===== config.mk =====
export PLATFORM = sky130hd
export DESIGN_NAME = usb_hc_state_regs
export DESIGN_NICKNAME = d
export VERILOG_FILES = /design/src/rtl/hc_regs_pkg.sv /design/src/rtl/hc_func_state.sv /design/src/rtl/hc_cmd_status.sv /design/src/rtl/hc_int_status.sv /design/src/rtl/usb_hc_state_regs.sv
export SDC_FILE = /design/constraint.sdc
export NUM_CORES = 1
export LEC_CHECK = 0
export ABC_AREA = 1
export BUFFER_PORTS_ARGS = -buffer_cell sky130_fd_sc_hd__buf_2
export CAP_MARGIN = 10
export CORE_MARGIN = 5
export CORE_UTILIZATION = 42
export DETAILED_ROUTE_END_ITERATION = 8
export PLACE_DENSITY = 0.95
export SYNTH_ARGS = -nofsm -noshare
export SYNTH_HDL_FRONTEND = slang
export SYNTH_HIERARCHICAL = 1
export SYNTH_SLANG_ARGS = --single-unit

===== constraint.sdc =====
create_clock -name clk -period 1.7 [get_ports clk]
set_input_delay 0.085 -clock clk [delete_from_list [all_inputs] [get_ports clk]]
set_output_delay 0.085 -clock clk [all_outputs]
set_load 0.005 [all_outputs]

===== src/rtl/hc_regs_pkg.sv =====
package hc_regs_pkg;
    typedef enum logic [1:0] {
        FS_RESET   = 2'b00,
        FS_RESUME  = 2'b01,
        FS_OPER    = 2'b10,
        FS_SUSPEND = 2'b11
    } fstate_e;

    localparam logic [7:0] CODE_CTRL_RD = 8'h01;
    localparam logic [7:0] CODE_CTRL_WR = 8'h81;
    localparam logic [7:0] CODE_CMD_RD  = 8'h02;
    localparam logic [7:0] CODE_CMD_WR  = 8'h82;
    localparam logic [7:0] CODE_INT_RD  = 8'h03;
    localparam logic [7:0] CODE_INT_WR  = 8'h83;

    localparam int FS_LSB     = 6;
    localparam int SOC_LSB    = 16;
    localparam int INT_SO_BIT = 0;
    localparam int INT_SF_BIT = 2;
endpackage


===== src/rtl/hc_func_state.sv =====
module hc_func_state
    import hc_regs_pkg::*;
#(
    parameter int DELAY_TICKS = 1
) (
    input  logic    clk,
    input  logic    rst_n,
    input  logic    hw_reset_i,
    input  logic    sw_reset_i,
    input  logic    wr_i,
    input  fstate_e wr_state_i,
    input  logic    resume_i,
    input  logic    ms_tick_i,
    output fstate_e state_o,
    output logic    sof_en_o,
    output logic    sof_start_o,
    output logic    port_reset_o
);
    localparam int TICK_W = $clog2(DELAY_TICKS + 1);
    localparam logic [TICK_W-1:0] LAST_CNT = TICK_W'(DELAY_TICKS - 1);

    typedef struct packed {
        fstate_e           state;
        logic              pending;
        logic [TICK_W-1:0] cnt;
        logic              sof_en;
        logic              port_rst;
    } fs_regs_t;

    fs_regs_t q, d;
    logic     start;

    always_comb begin
        d          = q;
        d.port_rst = 1'b0;
        start      = 1'b0;
        if (hw_reset_i) begin
            d.state    = FS_RESET;
            d.port_rst = 1'b1;
        end else if (sw_reset_i) begin
            d.state = FS_RESET;
        end else if (wr_i) begin
            d.state = wr_state_i;
        end else if (resume_i && q.state == FS_SUSPEND) begin
            d.state = FS_RESUME;
        end

        if (d.state != FS_OPER) begin
            d.pending = 1'b0;
            d.cnt     = '0;
            d.sof_en  = 1'b0;
        end else if (q.state != FS_OPER) begin
            d.pending = 1'b1;
            d.cnt     = '0;
        end else if (q.pending && ms_tick_i) begin
            if (q.cnt == LAST_CNT) begin
                d.pending = 1'b0;
                d.sof_en  = 1'b1;
                start     = 1'b1;
            end else begin
                d.cnt = q.cnt + 1'b1;
            end
        end
    end

    always_ff @(posedge clk or negedge rst_n) begin
        if (!rst_n) begin
            q <= '{state: FS_RESET, pending: 1'b0, cnt: '0, sof_en: 1'b0, port_rst: 1'b0};
        end else begin
            q <= d;
        end
    end

    assign state_o      = q.state;
    assign sof_en_o     = q.sof_en;
    assign sof_start_o  = start;
    assign port_reset_o = q.port_rst;
endmodule


===== src/rtl/hc_cmd_status.sv =====
module hc_cmd_status #(
    parameter int CMD_W = 4,
    parameter int SOC_W = 2
) (
    input  logic             clk,
    input  logic             rst_n,
    input  logic             hw_reset_i,
    input  logic             wr_i,
    input  logic [CMD_W-1:0] set_bits_i,
    input  logic [CMD_W-1:0] ack_i,
    input  logic             eof_i,
    input  logic             periodic_done_i,
    output logic [CMD_W-1:0] cmd_o,
    output logic [SOC_W-1:0] soc_o,
    output logic             overrun_o
);
    typedef struct packed {
        logic [CMD_W-1:0] cmd;
        logic [SOC_W-1:0] soc;
        logic             done_seen;
    } cs_regs_t;

    cs_regs_t q, d;
    logic     ovr;

    always_comb begin
        d     = q;
        d.cmd = (q.cmd & ~ack_i) | (wr_i ? set_bits_i : '0);
        ovr   = eof_i && !(q.done_seen || periodic_done_i);
        if (eof_i) begin
            d.done_seen = 1'b0;
        end else if (periodic_done_i) begin
            d.done_seen = 1'b1;
        end
        if (ovr) begin
            d.soc = q.soc + 1'b1;
        end
        if (hw_reset_i) begin
            d   = '0;
            ovr = 1'b0;
        end
    end

    always_ff @(posedge clk or negedge rst_n) begin
        if (!rst_n) begin
            q <= '0;
        end else begin
            q <= d;
        end
    end

    assign cmd_o     = q.cmd;
    assign soc_o     = q.soc;
    assign overrun_o = ovr;
endmodule


===== src/rtl/hc_int_status.sv =====
module hc_int_status (
    input  logic clk,
    input  logic rst_n,
    input  logic hw_reset_i,
    input  logic so_set_i,
    input  logic sf_set_i,
    input  logic so_clr_i,
    input  logic sf_clr_i,
    output logic so_o,
    output logic sf_o
);
    typedef struct packed {
        logic so;
        logic sf;
    } is_regs_t;

    is_regs_t q, d;

    always_comb begin
        d.so = (q.so && !so_clr_i) || so_set_i;
        d.sf = (q.sf && !sf_clr_i) || sf_set_i;
        if (hw_reset_i) begin
            d = '0;
        end
    end

    always_ff @(posedge clk or negedge rst_n) begin
        if (!rst_n) begin
            q <= '0;
        end else begin
            q <= d;
        end
    end

    assign so_o = q.so;
    assign sf_o = q.sf;
endmodule


===== src/rtl/usb_hc_state_regs.sv =====
module usb_hc_state_regs
    import hc_regs_pkg::*;
#(
    parameter int CMD_W       = 4,
    parameter int DELAY_TICKS = 1
) (
    input  logic             clk,
    input  logic             rst_n,
    input  logic             cmd_valid_i,
    input  logic [7:0]       cmd_code_i,
    input  logic [31:0]      wdata_i,
    output logic [31:0]      rdata_o,
    input  logic [CMD_W-1:0] cmd_ack_i,
    input  logic             ms_tick_i,
    input  logic             eof_i,
    input  logic             periodic_done_i,
    input  logic             resume_det_i,
    input  logic             sw_reset_i,
    input  logic             hw_reset_i,
    output logic             sof_en_o,
    output logic             sched_overrun_o,
    output logic             sof_status_o,
    output logic             port_reset_o
);
    localparam int SOC_W = 2;

    logic             wr_ctrl, wr_cmd, wr_int;
    fstate_e          fs;
    logic [1:0]       fstate;
    logic             sof_start;
    logic [CMD_W-1:0] cmd_bits;
    logic [SOC_W-1:0] soc;
    logic             overrun;
    logic             wdata_unused;

    assign wr_ctrl      = cmd_valid_i && (cmd_code_i == CODE_CTRL_WR);
    assign wr_cmd       = cmd_valid_i && (cmd_code_i == CODE_CMD_WR);
    assign wr_int       = cmd_valid_i && (cmd_code_i == CODE_INT_WR);
    assign wdata_unused = ^wdata_i;

    hc_func_state #(.DELAY_TICKS(DELAY_TICKS)) i_fs (
        .clk          (clk),
        .rst_n        (rst_n),
        .hw_reset_i   (hw_reset_i),
        .sw_reset_i   (sw_reset_i),
        .wr_i         (wr_ctrl),
        .wr_state_i   (fstate_e'(wdata_i[FS_LSB +: 2])),
        .resume_i     (resume_det_i),
        .ms_tick_i    (ms_tick_i),
        .state_o      (fs),
        .sof_en_o     (sof_en_o),
        .sof_start_o  (sof_start),
        .port_reset_o (port_reset_o)
    );

    hc_cmd_status #(.CMD_W(CMD_W), .SOC_W(SOC_W)) i_cs (
        .clk             (clk),
        .rst_n           (rst_n),
        .hw_reset_i      (hw_reset_i),
        .wr_i            (wr_cmd),
        .set_bits_i      (wdata_i[CMD_W-1:0]),
        .ack_i           (cmd_ack_i),
        .eof_i           (eof_i),
        .periodic_done_i (periodic_done_i),
        .cmd_o           (cmd_bits),
        .soc_o           (soc),
        .overrun_o       (overrun)
    );

    hc_int_status i_is (
        .clk        (clk),
        .rst_n      (rst_n),
        .hw_reset_i (hw_reset_i),
        .so_set_i   (overrun),
        .sf_set_i   (sof_start),
        .so_clr_i   (wr_int && wdata_i[INT_SO_BIT]),
        .sf_clr_i   (wr_int && wdata_i[INT_SF_BIT]),
        .so_o       (sched_overrun_o),
        .sf_o       (sof_status_o)
    );

    assign fstate = fs;

    always_comb begin
        rdata_o = '0;
        case (cmd_code_i)
            CODE_CTRL_RD: rdata_o[FS_LSB +: 2] = fstate;
            CODE_CMD_RD: begin
                rdata_o[CMD_W-1:0]           = cmd_bits;
                rdata_o[SOC_LSB +: SOC_W]    = soc;
            end
            CODE_INT_RD: begin
                rdata_o[INT_SO_BIT] = sched_overrun_o;
                rdata_o[INT_SF_BIT] = sof_status_o;
            end
            default: rdata_o = '0;
        endcase
    end
endmodule


==> flow_metrics.env <==
export IMPL_run_status="complete, no violations"
export IMPL_yosys_warnings=6
export IMPL_fin_util=0.491
export IMPL_crit_path_max_fanout=3
export IMPL_grt_antenna_before_repair=0
export IMPL_cts_clk_slew_worst_paths_ns=0.09
export IMPL_post_cts_setup_buffer_count=0
export IMPL_netlist_cell_type_count=18
export IMPL_drt_initial_drc_count=23
export IMPL_worst_ep_required_time_ns=1.91
export IMPL_clock_fmax_mhz=952
export IMPL_synth_avg_cell_area_sq_um=6.78
export IMPL_fin_nets=251
export IMPL_rrSetupSlack_ns=0.65
export IMPL_layout_commonest_cell="buf_2"
export IMPL_yosysSeqAreaShare=0.319
export IMPL_initial_utilization=0.439
export IMPL_simple_gate_area_share_of_the_yosys_netlist=0.304
export IMPL_detailedPlace_worstSlack_ns=0.359
export IMPL_timing_critical_path_to_type="flop"
export IMPL_detail_route_vias_per_cell=4.02
export IMPL_power_switching_fraction=0.255
export IMPL_routed_antenna_nets=0
export IMPL_ctsHoldBuffers=2
export IMPL_final_layout_size_suffix_gt1_frac=0.274
export IMPL_timing_worst_setup_path_type="flop to flop"
export IMPL_number_of_maximum_capacitance_constraint_violations=0
export IMPL_cts_resized_gates=0
export IMPL_synth_adder_area_share=0
export IMPL_cts_root_buffer_cell="clkbuf_4"
export IMPL_cts_root_to_sink_buffers=2
export IMPL_layout_cells_most_common_list="38 x buf_2, 33 x inv_1, 33 x nand2_1"
export IMPL_tritoncts_clock_tree="yes"
export IMPL_crit_arrival_ns=1.26
export IMPL_hpwl_after_detailed_placement_microns=1800
export IMPL_die_ar_sq_um=3740
export IMPL_final_setup_viol_count=0
export IMPL_syn_to_final_growth_pct=11.8
export IMPL_final_hold_viol_count=0
export IMPL_grt_first_pass_wirelength_microns=3280
export IMPL_globalRouteMet1Util=0.130
export IMPL_final_min_period_over_clock_period=0.618
export IMPL_grt_total_usage=0.119
export IMPL_power_density_nw_per_um2=555
export IMPL_min_delay_worst_endpoint="i_cs/cmd_o[3]"
export IMPL_mux_share_of_post_synthesis_cell_area=0
export IMPL_final_hold_worst_slack_ns=0.0408
export IMPL_power_frac_comb=0.147
export IMPL_floorplan_die_width_microns=61.1
export IMPL_switchingPower_uw=174
export IMPL_r2r_end="i_is/sf_o"
export IMPL_synth_xor_area_share=0
export IMPL_grt_remaining_overflow=0
export IMPL_worstSkewPairLatency_ns=0.28
export IMPL_via_count=912
export IMPL_post_layout_nonfiller_instances=227
export IMPL_final_replace_weighted_congestion=0.784
export IMPL_worstHoldPathCells=4
export IMPL_routed_wl_microns=2100
export IMPL_antennaDiodeCount=0
export IMPL_placeableCoreArea_sq_um=2500
export IMPL_fin_skew_ns=0.00260
export IMPL_finalMaxSlewViolations=0
export IMPL_post_drt_wl_per_cell_microns=9.27
export IMPL_rsz0062_at_grt="no"
export IMPL_power_sequential_fraction=0.503
export IMPL_tns_ns=0
export IMPL_count_of_buffers_inserted_at_the_top_level_ports=38
export IMPL_final_worst_setup_slack_ns=0.649
export IMPL_clock_power_share=0.350
export IMPL_globalRouteMet2Util=0.207
export IMPL_hold_path_startpoint="cmd_ack_i[3]"
export IMPL_timing_critical_path_from_type="flop"
export IMPL_worstRegToRegCells=7
export IMPL_reg2reg_from="i_fs/state_o[0]"
export IMPL_ys_seq_elements=14
export IMPL_post_place_cells=221
export IMPL_cts_num_sinks=14
export IMPL_worst_hold_path_type="input port to flop"
export IMPL_io_pins=89
export IMPL_htree_levels=1
export IMPL_synthesis_instances=162
export IMPL_numCtsBuffers=3
export IMPL_synth_compound_area_frac=0.0319
export IMPL_period_minus_slack_ns=1.05
export IMPL_static_leakage_power_uw=0.000727
export IMPL_drtPass1Iterations=4
export IMPL_first_global_vias=814
export IMPL_drc_errors=0
export IMPL_max_vdd_ir_drop_uv=307
export IMPL_top_usage_layer="met2"
export IMPL_rows=18
export IMPL_synth_top_family_by_area="buffers and inverters"
export IMPL_met3_usage=0.0335
export IMPL_synth_cell_area_sq_um=1100
export IMPL_cell_internal_pwr_uw=508
export IMPL_grt_max_degree=15
export IMPL_fp_dieH_microns=61.1
[per-layer routing]
layer  share of wire  vias up
li1                -      487
met1            0.36      389
met2            0.52       34
met3            0.11        2
met4           0.010        0
met5               0        -
[cell type report]
cell class | instances | area [sq um]
multi-input cells | 103 | 459
inverters | 36 | 135
repair buffers | 40 | 210
well taps | 30 | 37.5
flip-flops and latches | 14 | 350
clock buffers | 4 | 36.3
fillers | 265 | 1270
[cells in the mapped netlist (all sizes together)]
| library cell | n | area, sq um |
|---|---|---|
| inv | 36 | 135 |
| nand2 | 35 | 136 |
| buf | 32 | 240 |
| nor2 | 20 | 95.1 |
| dfrtp | 14 | 350 |
| nand3 | 11 | 65.1 |
| a21oi | 7 | 35.0 |
| and2 | 2 | 13.8 |
| nand4 | 2 | 12.5 |
| conb | 1 | 3.75 |
| nor2b | 1 | 6.26 |
| nor3 | 1 | 5.00 |
[state kept, by name, indices dropped and copies added, names as in the netlist]
name,cells
i_fs/sof_en_o,1
i_fs/state_o,2
i_fs/port_reset_o,1
i_cs/q,1
i_cs/cmd_o,4
i_is/sf_o,1
i_cs/soc_o,2
i_fs/q,1
i_is/so_o,1
[cells by family (layout without fill, tap and decap cells)]
logic type / after synthesis / in the layout
buffers and inverters: 68 / 80
other: 1 / 24
AND/OR/NAND/NOR: 72 / 72
flip-flops: 14 / 14
AO/OA/AOI/OAI: 7 / 7
[worst max-delay path by stage]
| stage | slack, ns | depth (start not counted) | from | to |
|---|---|---|---|---|
| floorplan | 0.63 | 10 | cmd_code_i[4] | i_is/sf_o |
| global placement | 0.40 | 11 | cmd_code_i[4] | i_is/sf_o |
| detailed placement | 0.36 | 11 | cmd_code_i[4] | i_is/sf_o |
| CTS | 0.65 | 7 | i_fs/state_o[0] | i_is/sf_o |
| global route | 0.50 | 11 | cmd_code_i[4] | i_is/sf_o |
| finish | 0.65 | 7 | i_fs/state_o[0] | i_is/sf_o |
[power by group through the flow]
stage | combinational, uW | clock (uW) | sequential [uW]
global placement | 94.3 | 0 | 350
global route | 120 | 272 | 344
finish | 100 | 238 | 343
CTS | 100 | 253 | 343
detailed placement | 96.5 | 0 | 350
floorplan | 88.6 | 0 | 349
[metrics by stage]
stage               total power, uW  area (sq um)
finish                          682          1230
global route                    737          1230
CTS                             696          1230
detailed placement              446          1170
global placement                444          1170
floorplan                       438          1180
[critical path, stage by stage, from the launching register on]
cell and delay (ns):
dfrtp_1 0.41, inv_2 0.07, nand2_1 0.06, nand3_2 0.08
nand3_2 0.09, nor2_1 0.09, inv_1 0.04, a21oi_1 0.14
No activity file was read; power rests on OpenSTA's default activity.
